`src/rtl/dma_eng_pkg.sv`:
```
package dma_eng_pkg;

    localparam int BUS_W       = 32;
    localparam int BURST_BEATS = 4;

    typedef enum logic [1:0] {
        XFER_M2M = 2'd0,
        XFER_M2P = 2'd1,
        XFER_P2M = 2'd2
    } xfer_mode_e;

    typedef enum logic [1:0] {
        ELEM_BYTE = 2'd0,
        ELEM_HALF = 2'd1,
        ELEM_WORD = 2'd2
    } elem_size_e;

    typedef enum logic [2:0] {
        ST_IDLE,
        ST_WAIT_REQ,
        ST_READ,
        ST_WRITE,
        ST_DONE
    } eng_state_e;

    typedef struct packed {
        xfer_mode_e mode;
        elem_size_e size;
        logic       burst;
        logic       swap;
    } xfer_cfg_t;

    function automatic logic [2:0] elem_bytes(elem_size_e sz);
        case (sz)
            ELEM_BYTE: return 3'd1;
            ELEM_HALF: return 3'd2;
            default:   return 3'd4;
        endcase
    endfunction

    function automatic logic src_moves(xfer_mode_e m);
        return m != XFER_P2M;
    endfunction

    function automatic logic dst_moves(xfer_mode_e m);
        return m != XFER_M2P;
    endfunction

    function automatic logic is_paced(xfer_mode_e m);
        return m != XFER_M2M;
    endfunction

    // Right-justify the element that sits at byte lane lo.
    function automatic logic [BUS_W-1:0] lane_extract(logic [BUS_W-1:0] word,
                                                      logic [1:0] lo,
                                                      elem_size_e sz);
        logic [BUS_W-1:0] sh;
        sh = word >> {lo, 3'b000};
        case (sz)
            ELEM_BYTE: return {24'b0, sh[7:0]};
            ELEM_HALF: return {16'b0, sh[15:0]};
            default:   return sh;
        endcase
    endfunction

    function automatic logic [BUS_W-1:0] swap_elem(logic [BUS_W-1:0] e,
                                                   elem_size_e sz);
        case (sz)
            ELEM_BYTE: return e;
            ELEM_HALF: return {16'b0, e[7:0], e[15:8]};
            default:   return {e[7:0], e[15:8], e[23:16], e[31:24]};
        endcase
    endfunction

    function automatic logic [BUS_W-1:0] lane_place(logic [BUS_W-1:0] e,
                                                    logic [1:0] lo);
        return e << {lo, 3'b000};
    endfunction

endpackage

```
`src/rtl/dma_addr_gen.sv`:
```
module dma_addr_gen
    import dma_eng_pkg::*;
#(
    parameter int ADDR_W = 32
) (
    input  logic                   clk,
    input  logic                   rst,
    input  logic                   load,
    input  logic [1:0][ADDR_W-1:0] base,
    input  logic [1:0]             step_en,
    input  logic [2:0]             step_amt,
    output logic [1:0][ADDR_W-1:0] ptr
);
    // pointer 0 = source, pointer 1 = destination
    for (genvar p = 0; p < 2; p++) begin : g_ptr
        always_ff @(posedge clk) begin
            if (rst) begin
                ptr[p] <= '0;
            end else if (load) begin
                ptr[p] <= base[p];
            end else if (step_en[p]) begin
                ptr[p] <= ptr[p] + ADDR_W'(step_amt);
            end
        end
    end
endmodule

```
`src/rtl/dma_hold_buf.sv`:
```
module dma_hold_buf #(
    parameter int DEPTH = 4,
    parameter int W     = 32,
    localparam int IDX_W = (DEPTH > 1) ? $clog2(DEPTH) : 1
) (
    input  logic             clk,
    input  logic             rst,
    input  logic             wr_en,
    input  logic [IDX_W-1:0] wr_idx,
    input  logic [W-1:0]     wr_data,
    input  logic [IDX_W-1:0] rd_idx,
    output logic [W-1:0]     rd_data
);
    logic [W-1:0] ent [DEPTH];

    for (genvar i = 0; i < DEPTH; i++) begin : g_ent
        always_ff @(posedge clk) begin
            if (rst) begin
                ent[i] <= '0;
            end else if (wr_en && wr_idx == IDX_W'(i)) begin
                ent[i] <= wr_data;
            end
        end
    end

    assign rd_data = ent[rd_idx];
endmodule

```
`src/rtl/dma_lane_unit.sv`:
```
module dma_lane_unit
    import dma_eng_pkg::*;
(
    input  logic [BUS_W-1:0] rd_word,
    input  logic [1:0]       src_lo,
    input  logic [1:0]       dst_lo,
    input  elem_size_e       size,
    input  logic             swap,
    input  logic [BUS_W-1:0] held,
    output logic [BUS_W-1:0] elem_in,
    output logic [BUS_W-1:0] wr_word
);
    logic [BUS_W-1:0] raw;

    always_comb begin
        raw     = lane_extract(rd_word, src_lo, size);
        elem_in = swap ? swap_elem(raw, size) : raw;
        wr_word = lane_place(held, dst_lo);
    end
endmodule

```
`src/rtl/dma_ctrl_fsm.sv`:
```
module dma_ctrl_fsm
    import dma_eng_pkg::*;
#(
    parameter int LEN_W = 16,
    localparam int BEAT_W = $clog2(BURST_BEATS)
) (
    input  logic              clk,
    input  logic              rst,
    input  logic              start,
    input  logic [1:0]        cfg_mode,
    input  logic [1:0]        cfg_size,
    input  logic              cfg_burst,
    input  logic              cfg_swap,
    input  logic [LEN_W-1:0]  cfg_len,
    input  logic              per_req,
    input  logic              per_last,
    input  logic              bus_ready,
    output eng_state_e        st,
    output xfer_cfg_t         cfg_q,
    output logic [BEAT_W-1:0] beat,
    output logic              load,
    output logic              per_ack
);
    localparam logic [BEAT_W-1:0] LAST_BEAT = BEAT_W'(BURST_BEATS - 1);

    xfer_cfg_t        norm;
    logic [LEN_W-1:0] remain;
    logic             last_q;

    always_comb begin
        norm.mode  = (cfg_mode == 2'd3) ? XFER_M2M : xfer_mode_e'(cfg_mode);
        norm.swap  = cfg_swap;
        norm.burst = cfg_burst && (norm.mode == XFER_M2M);
        norm.size  = (norm.burst || cfg_size == 2'd3) ? ELEM_WORD
                                                      : elem_size_e'(cfg_size);
    end

    assign load = (st == ST_IDLE) && start;

    always_ff @(posedge clk) begin
        if (rst) begin
            st      <= ST_IDLE;
            cfg_q   <= '0;
            remain  <= '0;
            beat    <= '0;
            last_q  <= 1'b0;
            per_ack <= 1'b0;
        end else begin
            per_ack <= 1'b0;
            case (st)
                ST_IDLE: begin
                    if (start) begin
                        cfg_q  <= norm;
                        remain <= cfg_len;
                        beat   <= '0;
                        last_q <= 1'b0;
                        if (cfg_len == '0)
                            st <= ST_DONE;
                        else if (is_paced(norm.mode))
                            st <= ST_WAIT_REQ;
                        else
                            st <= ST_READ;
                    end
                end
                ST_WAIT_REQ: begin
                    if (!per_ack && (per_req || per_last)) begin
                        last_q <= per_last;
                        st     <= ST_READ;
                    end
                end
                ST_READ: begin
                    if (bus_ready) begin
                        if (cfg_q.burst && beat != LAST_BEAT) begin
                            beat <= beat + 1'b1;
                        end else begin
                            beat <= '0;
                            st   <= ST_WRITE;
                        end
                    end
                end
                ST_WRITE: begin
                    if (bus_ready) begin
                        remain <= remain - 1'b1;
                        if (is_paced(cfg_q.mode))
                            per_ack <= 1'b1;
                        if (remain == LEN_W'(1) || last_q) begin
                            beat <= '0;
                            st   <= ST_DONE;
                        end else if (cfg_q.burst) begin
                            if (beat == LAST_BEAT) begin
                                beat <= '0;
                                st   <= ST_READ;
                            end else begin
                                beat <= beat + 1'b1;
                            end
                        end else if (is_paced(cfg_q.mode)) begin
                            st <= ST_WAIT_REQ;
                        end else begin
                            st <= ST_READ;
                        end
                    end
                end
                ST_DONE: st <= ST_IDLE;
                default: st <= ST_IDLE;
            endcase
        end
    end
endmodule

```
`src/rtl/dma_chan_engine.sv`:
```
module dma_chan_engine
    import dma_eng_pkg::*;
#(
    parameter int ADDR_W = 32,
    parameter int LEN_W  = 16
) (
    input  logic              clk,
    input  logic              rst,
    input  logic              start,
    input  logic [1:0]        cfg_mode,
    input  logic [1:0]        cfg_size,
    input  logic              cfg_burst,
    input  logic              cfg_swap,
    input  logic [ADDR_W-1:0] cfg_src,
    input  logic [ADDR_W-1:0] cfg_dst,
    input  logic [LEN_W-1:0]  cfg_len,
    input  logic              per_req,
    input  logic              per_last,
    output logic              per_ack,
    output logic              bus_req,
    output logic              bus_we,
    output logic [ADDR_W-1:0] bus_addr,
    output logic [1:0]        bus_size,
    output logic [BUS_W-1:0]  bus_wdata,
    input  logic [BUS_W-1:0]  bus_rdata,
    input  logic              bus_ready,
    output logic              busy,
    output logic              done
);
    localparam int BEAT_W = $clog2(BURST_BEATS);

    eng_state_e             st;
    xfer_cfg_t              cfg_q;
    logic [BEAT_W-1:0]      beat;
    logic                   load;
    logic [1:0][ADDR_W-1:0] ptr;
    logic [ADDR_W-1:0]      src_q;
    logic [ADDR_W-1:0]      dst_q;
    logic                   rd_fire;
    logic                   wr_fire;
    logic [BUS_W-1:0]       elem_in;
    logic [BUS_W-1:0]       held;

    dma_ctrl_fsm #(.LEN_W(LEN_W)) u_ctrl (
        .clk       (clk),
        .rst       (rst),
        .start     (start),
        .cfg_mode  (cfg_mode),
        .cfg_size  (cfg_size),
        .cfg_burst (cfg_burst),
        .cfg_swap  (cfg_swap),
        .cfg_len   (cfg_len),
        .per_req   (per_req),
        .per_last  (per_last),
        .bus_ready (bus_ready),
        .st        (st),
        .cfg_q     (cfg_q),
        .beat      (beat),
        .load      (load),
        .per_ack   (per_ack)
    );

    assign rd_fire = (st == ST_READ)  && bus_ready;
    assign wr_fire = (st == ST_WRITE) && bus_ready;

    dma_addr_gen #(.ADDR_W(ADDR_W)) u_addr (
        .clk      (clk),
        .rst      (rst),
        .load     (load),
        .base     ({cfg_dst, cfg_src}),
        .step_en  ({wr_fire && dst_moves(cfg_q.mode),
                    rd_fire && src_moves(cfg_q.mode)}),
        .step_amt (elem_bytes(cfg_q.size)),
        .ptr      (ptr)
    );

    assign src_q = ptr[0];
    assign dst_q = ptr[1];

    dma_hold_buf #(.DEPTH(BURST_BEATS), .W(BUS_W)) u_hold (
        .clk     (clk),
        .rst     (rst),
        .wr_en   (rd_fire),
        .wr_idx  (beat),
        .wr_data (elem_in),
        .rd_idx  (beat),
        .rd_data (held)
    );

    dma_lane_unit u_lane (
        .rd_word (bus_rdata),
        .src_lo  (src_q[1:0]),
        .dst_lo  (dst_q[1:0]),
        .size    (cfg_q.size),
        .swap    (cfg_q.swap),
        .held    (held),
        .elem_in (elem_in),
        .wr_word (bus_wdata)
    );

    always_comb begin
        bus_req  = (st == ST_READ) || (st == ST_WRITE);
        bus_we   = (st == ST_WRITE);
        bus_addr = bus_we ? dst_q : src_q;
        bus_size = cfg_q.size;
        busy     = (st != ST_IDLE);
        done     = (st == ST_DONE);
    end
endmodule

```
`config.mk`:
```
export PLATFORM = sky130hd
export DESIGN_NAME = dma_chan_engine
export DESIGN_NICKNAME = d
export VERILOG_FILES = /design/src/rtl/dma_eng_pkg.sv /design/src/rtl/dma_addr_gen.sv /design/src/rtl/dma_hold_buf.sv /design/src/rtl/dma_lane_unit.sv /design/src/rtl/dma_ctrl_fsm.sv /design/src/rtl/dma_chan_engine.sv
export SDC_FILE = /design/constraint.sdc
export NUM_CORES = 1
export LEC_CHECK = 0
export CORE_ASPECT_RATIO = 1.4
export CORE_UTILIZATION = 35
export DETAILED_ROUTE_END_ITERATION = 8
export SYNTH_ARGS = -nofsm -noshare
export SYNTH_HDL_FRONTEND = slang
export SYNTH_SLANG_ARGS = --single-unit
```
`constraint.sdc`:
```
create_clock -name clk -period 2.8 [get_ports clk]
set_input_delay 0.7 -clock clk [delete_from_list [all_inputs] [get_ports clk]]
set_output_delay 0.7 -clock clk [all_outputs]
set_load 0.05 [all_outputs]
```
* Word-level counts from Yosys, hierarchy flattened
Memories as Yosys holds them, arrays and structs flattened. A register that Yosys moved wholly into a read port is not among the register bits. Cells that the tools add are included.
Storage, ports and cells: register bits 93, bits in latches 0, bits in writable memories 128, memory bits (read-only) 0, input bits 124, output and inout port bits 71, logic and storage cells 139, memories kept 1
Memory list:
- u_hold.ent | words 4, width 32, read ports 1, clocked after Yosys merged registers in 1, wr ports 4, RTL line dma_hold_buf.sv:14 | logic [W-1:0] ent [DEPTH];
Operators by class: $add $sub $neg 4, $mul 0, divide/modulo/power cells 0, magnitude comparators 0, eq/ne operators 21, shifts and indexed selects 2, multiplexer cells 58, bitwise gates (word level) 6, reduce and logical (&&, ||, !) cells 36
Operator list (count):
- 32-bit 2-to-1 mux | 10
- 32-bit one-hot mux with 2 select lines | 2
- 32-bit by 3-bit adder with 32-bit output | 2
- 16-bit 2-to-1 mux | 2
- 16-bit one-hot mux with 2 select lines | 1
- 32-bit by 5-bit << shifter with 32-bit output | 1
- 32-bit by 5-bit >> shifter with 32-bit output | 1
- 3-bit 2-to-1 mux | 9
- 2-bit 2-to-1 mux | 13
- 1-bit 2-to-1 mux | 17
- 16-bit by 1-bit equality test with 1-bit output, second input constant | 1
- 16-bit zero test | 1
- 16-bit by 1-bit subtractor with 16-bit output, second input constant | 1
- 1-bit logical AND | 12
- 3-bit one-hot mux with 4 select lines | 1
- 2-bit nonzero test | 6
- 2-bit != test, second input constant | 5
- 2-bit equality test, second input constant | 4
- 3-bit by 2-bit equality test with 1-bit output, second input constant | 2
- 2-bit zero test | 3
- 2-bit by 1-bit != test with 1-bit output, second input constant | 3
- 2-bit one-hot mux with 3 select lines | 1
- 3-bit one-hot mux with 2 select lines | 1
- 3-bit AND reduction | 2
- other kinds (17) | 26

* Logic depth before layout (Yosys ltp)
Gate-level depths: netlist of the first run.
depth after elaboration 8, mapped depth 12, gate-level depth less buffers 8

* Modules after synthesis
A second synthesis of the first run with hierarchy kept.
Second synthesis, totals: cell total of the unflattened synthesis 1344, area total of the unflattened synthesis 13641.8 µm²
By module, submodules not included:
- dma_hold_buf | instances 1, cells an instance 358, area an instance 5552.8 µm², sequential area each 3843.7 µm²
- dma_addr_gen | instances 1, cells an instance 443, area an instance 3752.3 µm², sequential area each 1281.2 µm²
- dma_ctrl_fsm | instances 1, cells an instance 241, area an instance 1890.6 µm², sequential area each 580.6 µm²
- dma_lane_unit | instances 1, cells an instance 254, area an instance 1848.0 µm², sequential area each 0.0 µm²
- dma_chan_engine | instances 1, cells an instance 48, area an instance 598.1 µm², sequential area each 0.0 µm²

* Worst setup path before layout of the first run
Ideal clock, no wire load.
kind register -> output, start register with a tool-made name, end output port bus_wdata[23], arrival 2.550 ns, required time 2.100 ns, setup slack -0.450 ns, stages on the path, launching flop included 6, buffers on the path 2, path through dfxtp_1 > clkbuf_1 > buf_1 > mux4_2 > mux2i_1 > o21ai_0
RTL lines:
- to (decl) | RTL line dma_chan_engine.sv:24 | output logic [BUS_W-1:0] bus_wdata,

==> results of run 1 <==
-- tightest hold or removal path, cell delays in order (launching register included) --
cell and delay, ns:
sky130_fd_sc_hd__dfxtp_1 0.33, sky130_fd_sc_hd__nand2_1 0.06, sky130_fd_sc_hd__a21oi_1 0.05
-- through the flow --
| step | hold slack, ns | area [um^2] |
|---|---|---|
| after floorplan | 0.4480 | 12820 |
| after global placement | 0.4700 | 16030 |
| after detailed placement | 0.4753 | 16030 |
| after CTS | 0.4864 | 17190 |
| after global routing | 0.5217 | 17310 |
| final | 0.4865 | 17310 |
-- logic make-up after synthesis --
group | after synthesis | share of synthesized area, %
AO/OA/AOI/OAI | 318 | 16.83
flip-flops | 223 | 45.02
buffers and inverters | 128 | 4.010
AND/OR/NAND/NOR | 601 | 21.62
adder cells (fa/ha/maj) | 14 | 1.353
XOR/XNOR | 21 | 1.441
multiplexers | 74 | 9.725
-- flip-flops by register name (all words and copies together) (netlist names), named ones only --
register	flops
u_addr.ptr	64
u_ctrl.st	3
u_ctrl.last_q	1
u_hold.ent	128
u_ctrl.beat	2
u_ctrl.per_ack	1
u_ctrl.cfg_q	6
u_ctrl.remain	16
-- where the power goes --
group	internal (mW)	total (mW)	leakage [nW]	switching, mW
clock	2.01	3.39	0.391	1.38
combinational	1.83	4.47	3.55	2.64
sequential	3.76	4.09	2.11	0.330
-- what timing repair did --
item / in CTS / in global routing
cloned: 1 / 0
setup endpoints to repair: 30 / 40
buffers inserted: 7 / 4
hold buffers: 0 / 0
pin swaps: 7 / 5
resized for setup: 57 / 26
-- layout by cell type, fill, tap and decap left out, types with 7 or more instances in the layout --
cell type	n
sky130_fd_sc_hd__mux2i_1	24
sky130_fd_sc_hd__nor4_1	23
sky130_fd_sc_hd__o2bb2ai_1	8
sky130_fd_sc_hd__nand3_1	26
sky130_fd_sc_hd__or3_1	15
sky130_fd_sc_hd__a21oi_2	8
sky130_fd_sc_hd__clkdlybuf4s50_1	125
sky130_fd_sc_hd__o21a_1	7
sky130_fd_sc_hd__and3_1	11
sky130_fd_sc_hd__o21ai_2	12
sky130_fd_sc_hd__buf_6	12
sky130_fd_sc_hd__xnor2_1	18
sky130_fd_sc_hd__edfxtp_1	128
sky130_fd_sc_hd__nor3_1	31
sky130_fd_sc_hd__a311oi_1	20
sky130_fd_sc_hd__or4_1	8
sky130_fd_sc_hd__a21o_1	8
sky130_fd_sc_hd__a31oi_1	17
sky130_fd_sc_hd__a21oi_1	50
sky130_fd_sc_hd__mux2i_4	8
sky130_fd_sc_hd__ha_1	13
sky130_fd_sc_hd__a22o_1	9
sky130_fd_sc_hd__dfxtp_1	91
sky130_fd_sc_hd__inv_1	18
sky130_fd_sc_hd__a211oi_1	28
sky130_fd_sc_hd__nor2b_4	7
sky130_fd_sc_hd__nand2_1	181
sky130_fd_sc_hd__buf_12	51
sky130_fd_sc_hd__mux4_2	40
sky130_fd_sc_hd__buf_4	104
sky130_fd_sc_hd__clkbuf_16	25
sky130_fd_sc_hd__nand4_1	24
sky130_fd_sc_hd__nor2b_1	7
sky130_fd_sc_hd__nor2_1	214
sky130_fd_sc_hd__nor2_2	8
sky130_fd_sc_hd__and2_1	8
sky130_fd_sc_hd__a211oi_2	8
sky130_fd_sc_hd__o21ai_0	51
sky130_fd_sc_hd__a22oi_1	39
-- cell type report --
cell class	count	area, um^2	area share [%]
Timing Repair Buffer	296	3237	18.70
Multi-Input combinational cell	1028	6825	39.43
Clock buffer	27	633.1	3.657
Clock inverter	17	212.7	1.229
Inverter	19	71.32	0.4120
Tap cell	462	578.1	3.339
Sequential cell	223	5753	33.23
-- per-layer routing --
metal  vias up  share of wire [%]  routed length, um
met4         0                4.2               1787
li1       5567                  -                  -
met5         -                  0                  0
met2       492                 51              21630
met1      5613                 38              15920
met3        87                6.7               2814
-- worst max-delay path by stage --
stage | endpoint | slack [ns] | from
after CTS | bus_wdata[26] | -0.26 | flop
final | bus_wdata[26] | -0.18 | flop
after floorplan | bus_addr[11] | -0.21 | u_ctrl.st[1]$_SDFFE_PP0P_
after global placement | u_addr.ptr[29]$_SDFFE_PP0P_ | -0.21 | bus_ready
after global routing | bus_wdata[26] | -0.27 | flop
after detailed placement | u_addr.ptr[29]$_SDFFE_PP0P_ | -0.23 | bus_ready
==> impl_summary.txt, run 1 <==
----------------------------------------------------
[Critical path]
  Slowest stage cell, crit path ... sky130_fd_sc_hd__mux4_2
  Arr. time, crit path ... between 2 and 2.5 ns
  Number of cells on the worst reg-to-reg path ... 8
  Required time worst endpoint ... between 2 and 2.5 ns
  Minimum setup slack among reg-to-reg paths ... around 0.23 ns
  Worst R2R Start ... u_ctrl.cfg_q[3]$_SDFFE_PP0P_
  Highest net fanout along the worst path ... 6
  R2R Path End ... u_addr.ptr[28]$_SDFFE_PP0P_
  Cell class contributing the biggest share of worst-path delay ... multiplexers
  Number of cells on the critical path ... 7
  Chain of cells forming the critical path ... buf_12 > mux4_2 > nor2b_4 > a211oi_2 > buf_4 > a21oi_2 > buf_6
  Path type of the worst setup path ... reg2out
  Critical Path Start Type ... flop
  Buffers & Inverters on Critical Path ... 3
  Critical path endpoint category ... primary output
  Crit-path max cell delay ... 0.56 ns

[GRT]
  Gr ovfl total ... 0
  Overall routing resource usage ... 22.52%
  Antenna violations before repair ... 0
  Pin count of the biggest net entering global routing ... 70
  Gr busiest metal ... met2
  First-pass GRT wire length ... between 60000 and 70000 um
  Met2 capacity usage during global routing ... between 40 and 50%
  Via count of the first global-routing pass ... about 12000
  Met3 Track Usage GR ... 2.745%
  Met1 Usage GRT ... about a quarter

[STA]
  Setup repair after global routing missed its margin ... true
  Time the worst path needs with I/O delays and setup ... between 2 and 3 ns
  Worst slew margin relative to its limit ... approximately two fifths
  Least-Margin Pin Slew ... approximately 0.9 ns
  Number of max-slew violations in the final report ... 0
  Final hold violations ... 0
  Finish-stage setup viols ... 28
  Setup WS post-layout ... -0.1790 ns
  Max frequency ... between 300 and 400 MHz
  Final period util ... 106.4%
  Aggregate negative setup slack ... -2.804 ns
  Clk_skew ... 0.02714 ns

[Yosys]
  Number of synthesized flops with an enable pin ... around 130
  Largest area contributor in the synthesized netlist ... sky130_fd_sc_hd__edfxtp_1
  Commonest cells in the synthesized netlist ... 222 x sky130_fd_sc_hd__nor2_1, 181 x sky130_fd_sc_hd__nand2_1, 128 x sky130_fd_sc_hd__edfxtp_1, 95 x sky130_fd_sc_hd__dfxtp_1, 83 x sky130_fd_sc_hd__clkbuf_1
  Distinct cell type count after synthesis ... 72
  Gate Count Post-Synth ... around 1400
  Synth Cell Area ... approximately 13000 um^2
  Count of yosys warnings during synthesis ... 0
  Post-synthesis sequential element count ... about 220
  Main flop type after synthesis ... sky130_fd_sc_hd__edfxtp_1
  Top post-synthesis cells by area ... sky130_fd_sc_hd__edfxtp_1 30%, sky130_fd_sc_hd__dfxtp_1 15%, sky130_fd_sc_hd__mux4_2 7.1%, sky130_fd_sc_hd__nor2_1 6.5%, sky130_fd_sc_hd__nand2_1 5.3%
  Mean instance size in the synthesized netlist ... approximately 9 um^2
  Sequential cell area fraction in the yosys report ... a little under half
  Most frequent cell after synthesis ... sky130_fd_sc_hd__nor2_1
  Share of Yosys cell area claimed by the top area cell type ... approximately 30%
  Syn Nets ... ~1500
  Fraction of registers with async set or reset after synthesis ... 0%

[Clock network]
  Clock-pin slew of the registers on the worst-case setup and hold paths ... about 0.060 ns
  CTS Root Cell ... sky130_fd_sc_hd__clkbuf_16
  Max Root-Sink Buffers ... 3
  Clock sinks ... approximately 220
  TritonCTS clock tree ... done
  Worst-skew pair later-pin latency ... 0.53 ns
  Max H-tree Level ... 1
  Cts bufs inserted ... 24

[Final layout]
  Fill count ... between 3000 and 4000
  Inserted Diodes ... 0
  Non-filler cells, final ... approximately 2100
  Final design utilization ... between 40% and 50%
  Layout cells sized above 1 ... between 20% and 30%
  Area Growth Syn to Fin ... 35.64%
  Nets ... 1729

[Drt]
  Routed via count ... about 12000
  Final wirelength ... 42150 um
  Number of remaining DRC errors ... 0
  Number of nets with antenna violations after routing ... 0
  Number of vias per cell ... 5.675
  Wire length per cell after detailed routing ... just over 20 um
  Pre-Repair DR Iteration Count ... 5
  Starting DRC count in detailed routing ... about 850

[Power]
  Ratio of total power to cell area ... 690.3 nW/um^2
  Leakage power ... ~6.1 nW
  Power, Total ... around 12 mW
  VDD IR max ... just under 0.0005 V

[Placement]
  Worst setup slack before clock tree synthesis ... -0.2256 ns
  Buffers on Ports ... just under 200
  Dpl hpwl ... slightly below 30000 um
  Cells after DPL ... around 2000
  Routability-driven placement congestion ratio ... 0.9162

[Floorplanning]
  Die footprint ... ~37000 um^2
  Placeable core region ... between 30000 and 40000 um^2
  Vert. Die Dim ... about 230 um
  Die W ... between 150 and 200 um
  Row cnt ... 82
  Io pins ... approximately 200
  Effective utilization at floorplan ... a little over a third

[Hold path]
  Hold path depth ... 2
  Endpoint of the worst hold path ... u_ctrl.cfg_q[0]$_SDFFE_PP0P_
  Min-delay src ... u_ctrl.cfg_q[0]$_SDFFE_PP0P_
  HP Class ... reg2reg

[Run status]
  Failing checks ... setup timing
  Status ... complete, but fails checks

[Job]
  Maxcap violations ... 0

----------------------------------------------------
No activity file was read; power rests on OpenSTA's default activity.
==> run 2, diff against run 1 <==
Clock period 2.8 ns to 2.55 ns, I/O delays scaled along.
==> run 2 against run 1 <==
  * The flow still finishes with violations (setup timing)
  * First-iteration DRC count grew 7.3%
  * Clock power hardly changed
  * Power grew 11%
  * Flip-flop and latch count did not move
  * Sequential power increased by 9.8%
  * Register-to-register slack got worse by 0.08 ns
  * Clock skew down 0.016 ns
  * Final cell count rose by 2.5%
  * Worst setup slack got worse by 0.23 ns
  * Die area did not move
  * Combinational power up 21%
==> impl_summary.txt, run 2 (synthesis gave the netlist of run 1 again) <==
----------------------------------------------------
[STA]
  Setup WS post-layout ... -0.4107 ns
  Least-Margin Pin Slew ... ~1.1 ns
  Max frequency ... 337.8 MHz
  Final period util ... 116.1%
  Worst slew margin relative to its limit ... about a quarter
  Clk_skew ... ~0.011 ns
  Time the worst path needs with I/O delays and setup ... between 2 and 3 ns
  Number of max-slew violations in the final report ... 0
  Finish-stage setup viols ... 32
  Final hold violations ... 0
  Setup repair after global routing missed its margin ... true

[Critical path]
  Number of cells on the worst reg-to-reg path ... 9
  Slowest stage cell, crit path ... sky130_fd_sc_hd__mux4_2
  Library cell appearing most often on the critical path ... sky130_fd_sc_hd__buf_12
  Critical path endpoint category ... primary output
  Path type of the worst setup path ... reg2out
  Arr. time, crit path ... 2.32 ns
  Critical Path Start Type ... flop
  Required time worst endpoint ... 1.91 ns
  Chain of cells forming the critical path ... buf_12 > buf_12 > buf_12 > mux4_2 > mux2i_1 > o21ai_2 > buf_12
  Highest net fanout along the worst path ... 6
  Crit-path max cell delay ... 0.54 ns

[Job]
  Maxcap violations ... 0

[Final layout]
  Final design utilization ... roughly half
  Biggest register ... u_hold.ent
  Biggest registers after layout ... u_hold.ent (128), u_addr.ptr (64), u_ctrl.remain (16)
  Inserted Diodes ... 0
  Top library cells by usage in the layout, fill and taps aside ... 213 x sky130_fd_sc_hd__nor2_1, 144 x sky130_fd_sc_hd__nand2_1, 128 x sky130_fd_sc_hd__edfxtp_1
  Layout cells sized above 1 ... 24.98%
  Nets ... ~1800
  Area Growth Syn to Fin ... 42.77%
  Most common cell after layout, fill and taps aside ... sky130_fd_sc_hd__nor2_1
  Number of flip-flops under the largest register name ... 128

[Power]
  Int Power ... 8.461 mW
  Part of the power in the clock network ... around 26%
  VDD IR max ... 0.0005460 V
  Sw Ratio ... approximately 36%
  Combinational share of power ... between 40 and 50%
  Net Switching ... a little under 5 mW
  Leakage power ... 6.459 nW
  Sequential group share of total power ... around 34%
  Ratio of total power to cell area ... roughly 730 nW/um^2

[Clock network]
  Clock-pin slew of the registers on the worst-case setup and hold paths ... about 0.060 ns
  Clock sinks ... ~220
  Cts bufs inserted ... 22
  Max H-tree Level ... 1
  Hold bufs inserted after CTS ... 0
  TritonCTS clock tree ... done
  Worst-skew pair later-pin latency ... roughly 0.53 ns
  CTS Root Cell ... sky130_fd_sc_hd__clkbuf_16
  Max Root-Sink Buffers ... 3

[GRT]
  Via count of the first global-routing pass ... about 12000
  Antenna violations before repair ... 1
  Gr ovfl total ... 0
  First-pass GRT wire length ... between 60000 and 70000 um
  Pin count of the biggest net entering global routing ... 77
  Overall routing resource usage ... a little under a quarter

[Floorplanning]
  Effective utilization at floorplan ... between 30% and 40%
  Die W ... 163.4 um
  Die footprint ... between 30000 and 40000 um^2
  Vert. Die Dim ... about 230 um
  Io pins ... slightly below 200
  Row cnt ... 82
  Placeable core region ... 35910 um^2

[Drt]
  Number of vias per cell ... between 5 and 6
  Wire length per cell after detailed routing ... 20.76 um
  Final wirelength ... about 44000 um
  Number of nets with antenna violations after routing ... 0
  Number of remaining DRC errors ... 0
  Starting DRC count in detailed routing ... between 900 and 1000
  Routed via count ... around 12000
  Pre-Repair DR Iteration Count ... 5

[Placement]
  Worst setup slack before clock tree synthesis ... -0.4385 ns
  Routability-driven placement congestion ratio ... roughly 0.92
  Buffers on Ports ... 194
  Dpl hpwl ... slightly above 30000 um

[Hold path]
  HP Class ... reg2reg
  Hold path depth ... 2

[Run status]
  Failing checks ... setup timing
  Status ... complete, but fails checks

----------------------------------------------------
==> run 2: cell count changes in the layout (fill, tap and decap cells not counted), moves of 6 or more <==
| cell | delta |
|---|---|
| sky130_fd_sc_hd__o21ai_2 | -7 |
| sky130_fd_sc_hd__nand2_2 | +36 |
| sky130_fd_sc_hd__nand2_1 | -37 |
| sky130_fd_sc_hd__buf_12 | +31 |
| sky130_fd_sc_hd__buf_4 | +18 |
| sky130_fd_sc_hd__nor2b_4 | -6 |
| sky130_fd_sc_hd__nor2b_1 | +6 |
==> run 2: path summary, 6_finish.rpt <==
| check | startpoint | end | slack (ns) |
|---|---|---|---|
| max | flop | bus_wdata[16] | -0.41 |
| min reg2reg | u_ctrl.remain[13]$_SDFFE_PP0P_ | u_ctrl.remain[13]$_SDFFE_PP0P_ | 0.48 |
| max reg2reg | u_ctrl.cfg_q[3]$_SDFFE_PP0P_ | u_addr.ptr[31]$_SDFFE_PP0P_ | 0.15 |
| min | u_ctrl.remain[13]$_SDFFE_PP0P_ | u_ctrl.remain[13]$_SDFFE_PP0P_ | 0.48 |
==> run 2: area by class of cell <==
type                            instances  area, um^2
Clock inverter                         11       135.1
Tap cell                              462       578.1
Sequential cell                       223        5763
Multi-Input combinational cell       1028        6872
Fill cell                            3291       17690
Timing Repair Buffer                  354        4210
Clock buffer                           26       586.8
Inverter                               19       76.32
==> run 2: routing by layer <==
layer | vias up | GRT usage, % | wire length (um) | share of wire [%]
met1 | 5894 | 26.54 | 16290 | 37
met5 | - | 0 | 11 | 0.025
met4 | 2 | 9.784 | 1958 | 4.4
met2 | 493 | 41.70 | 22840 | 52
met3 | 96 | 3.164 | 2968 | 6.7
li1 | 5668 | - | - | -
==> run 2: critical path: cells and delay by family, from the launching register on <==
family,cells,cell delay (ns)
mux,2,0.74
buf+inv,4,0.58
flops,1,0.40
compound gates,1,0.09
==> run 2: power groups by stage <==
stage	Combinational, mW	Sequential [mW]	Clock [mW]
finish	5.41	4.49	3.38
global route	5.74	4.52	3.56
CTS	5.26	4.47	3.44
detailed placement	5.09	4.54	0
global placement	5.07	4.53	0
floorplan	2.86	4.41	0
==> run 2: through the flow <==
stage	hold slack, ns	total power, mW	instance area, um^2	cells	setup TNS, ns
2_1_floorplan	0.4480	7.270	12850	1379	-0.4003
3_3_place_gp	0.4766	9.595	16840	2068	-4.979
3_5_place_dp	0.4771	9.630	16840	2068	-7.697
4_1_cts	0.4862	13.17	17860	2113	-12.10
5_1_grt	0.5118	13.82	18220	2123	-13.43
6_report	0.4800	13.27	18220	2123	-10.46
==> run 2: repair_timing <==
item	in CTS	in global routing
endpoints found under the setup margin	64	73
pin swaps	13	10
endpoints found under the hold margin	0	0
setup buffers	5	6
gates resized for setup	48	68
gates cloned	3	5
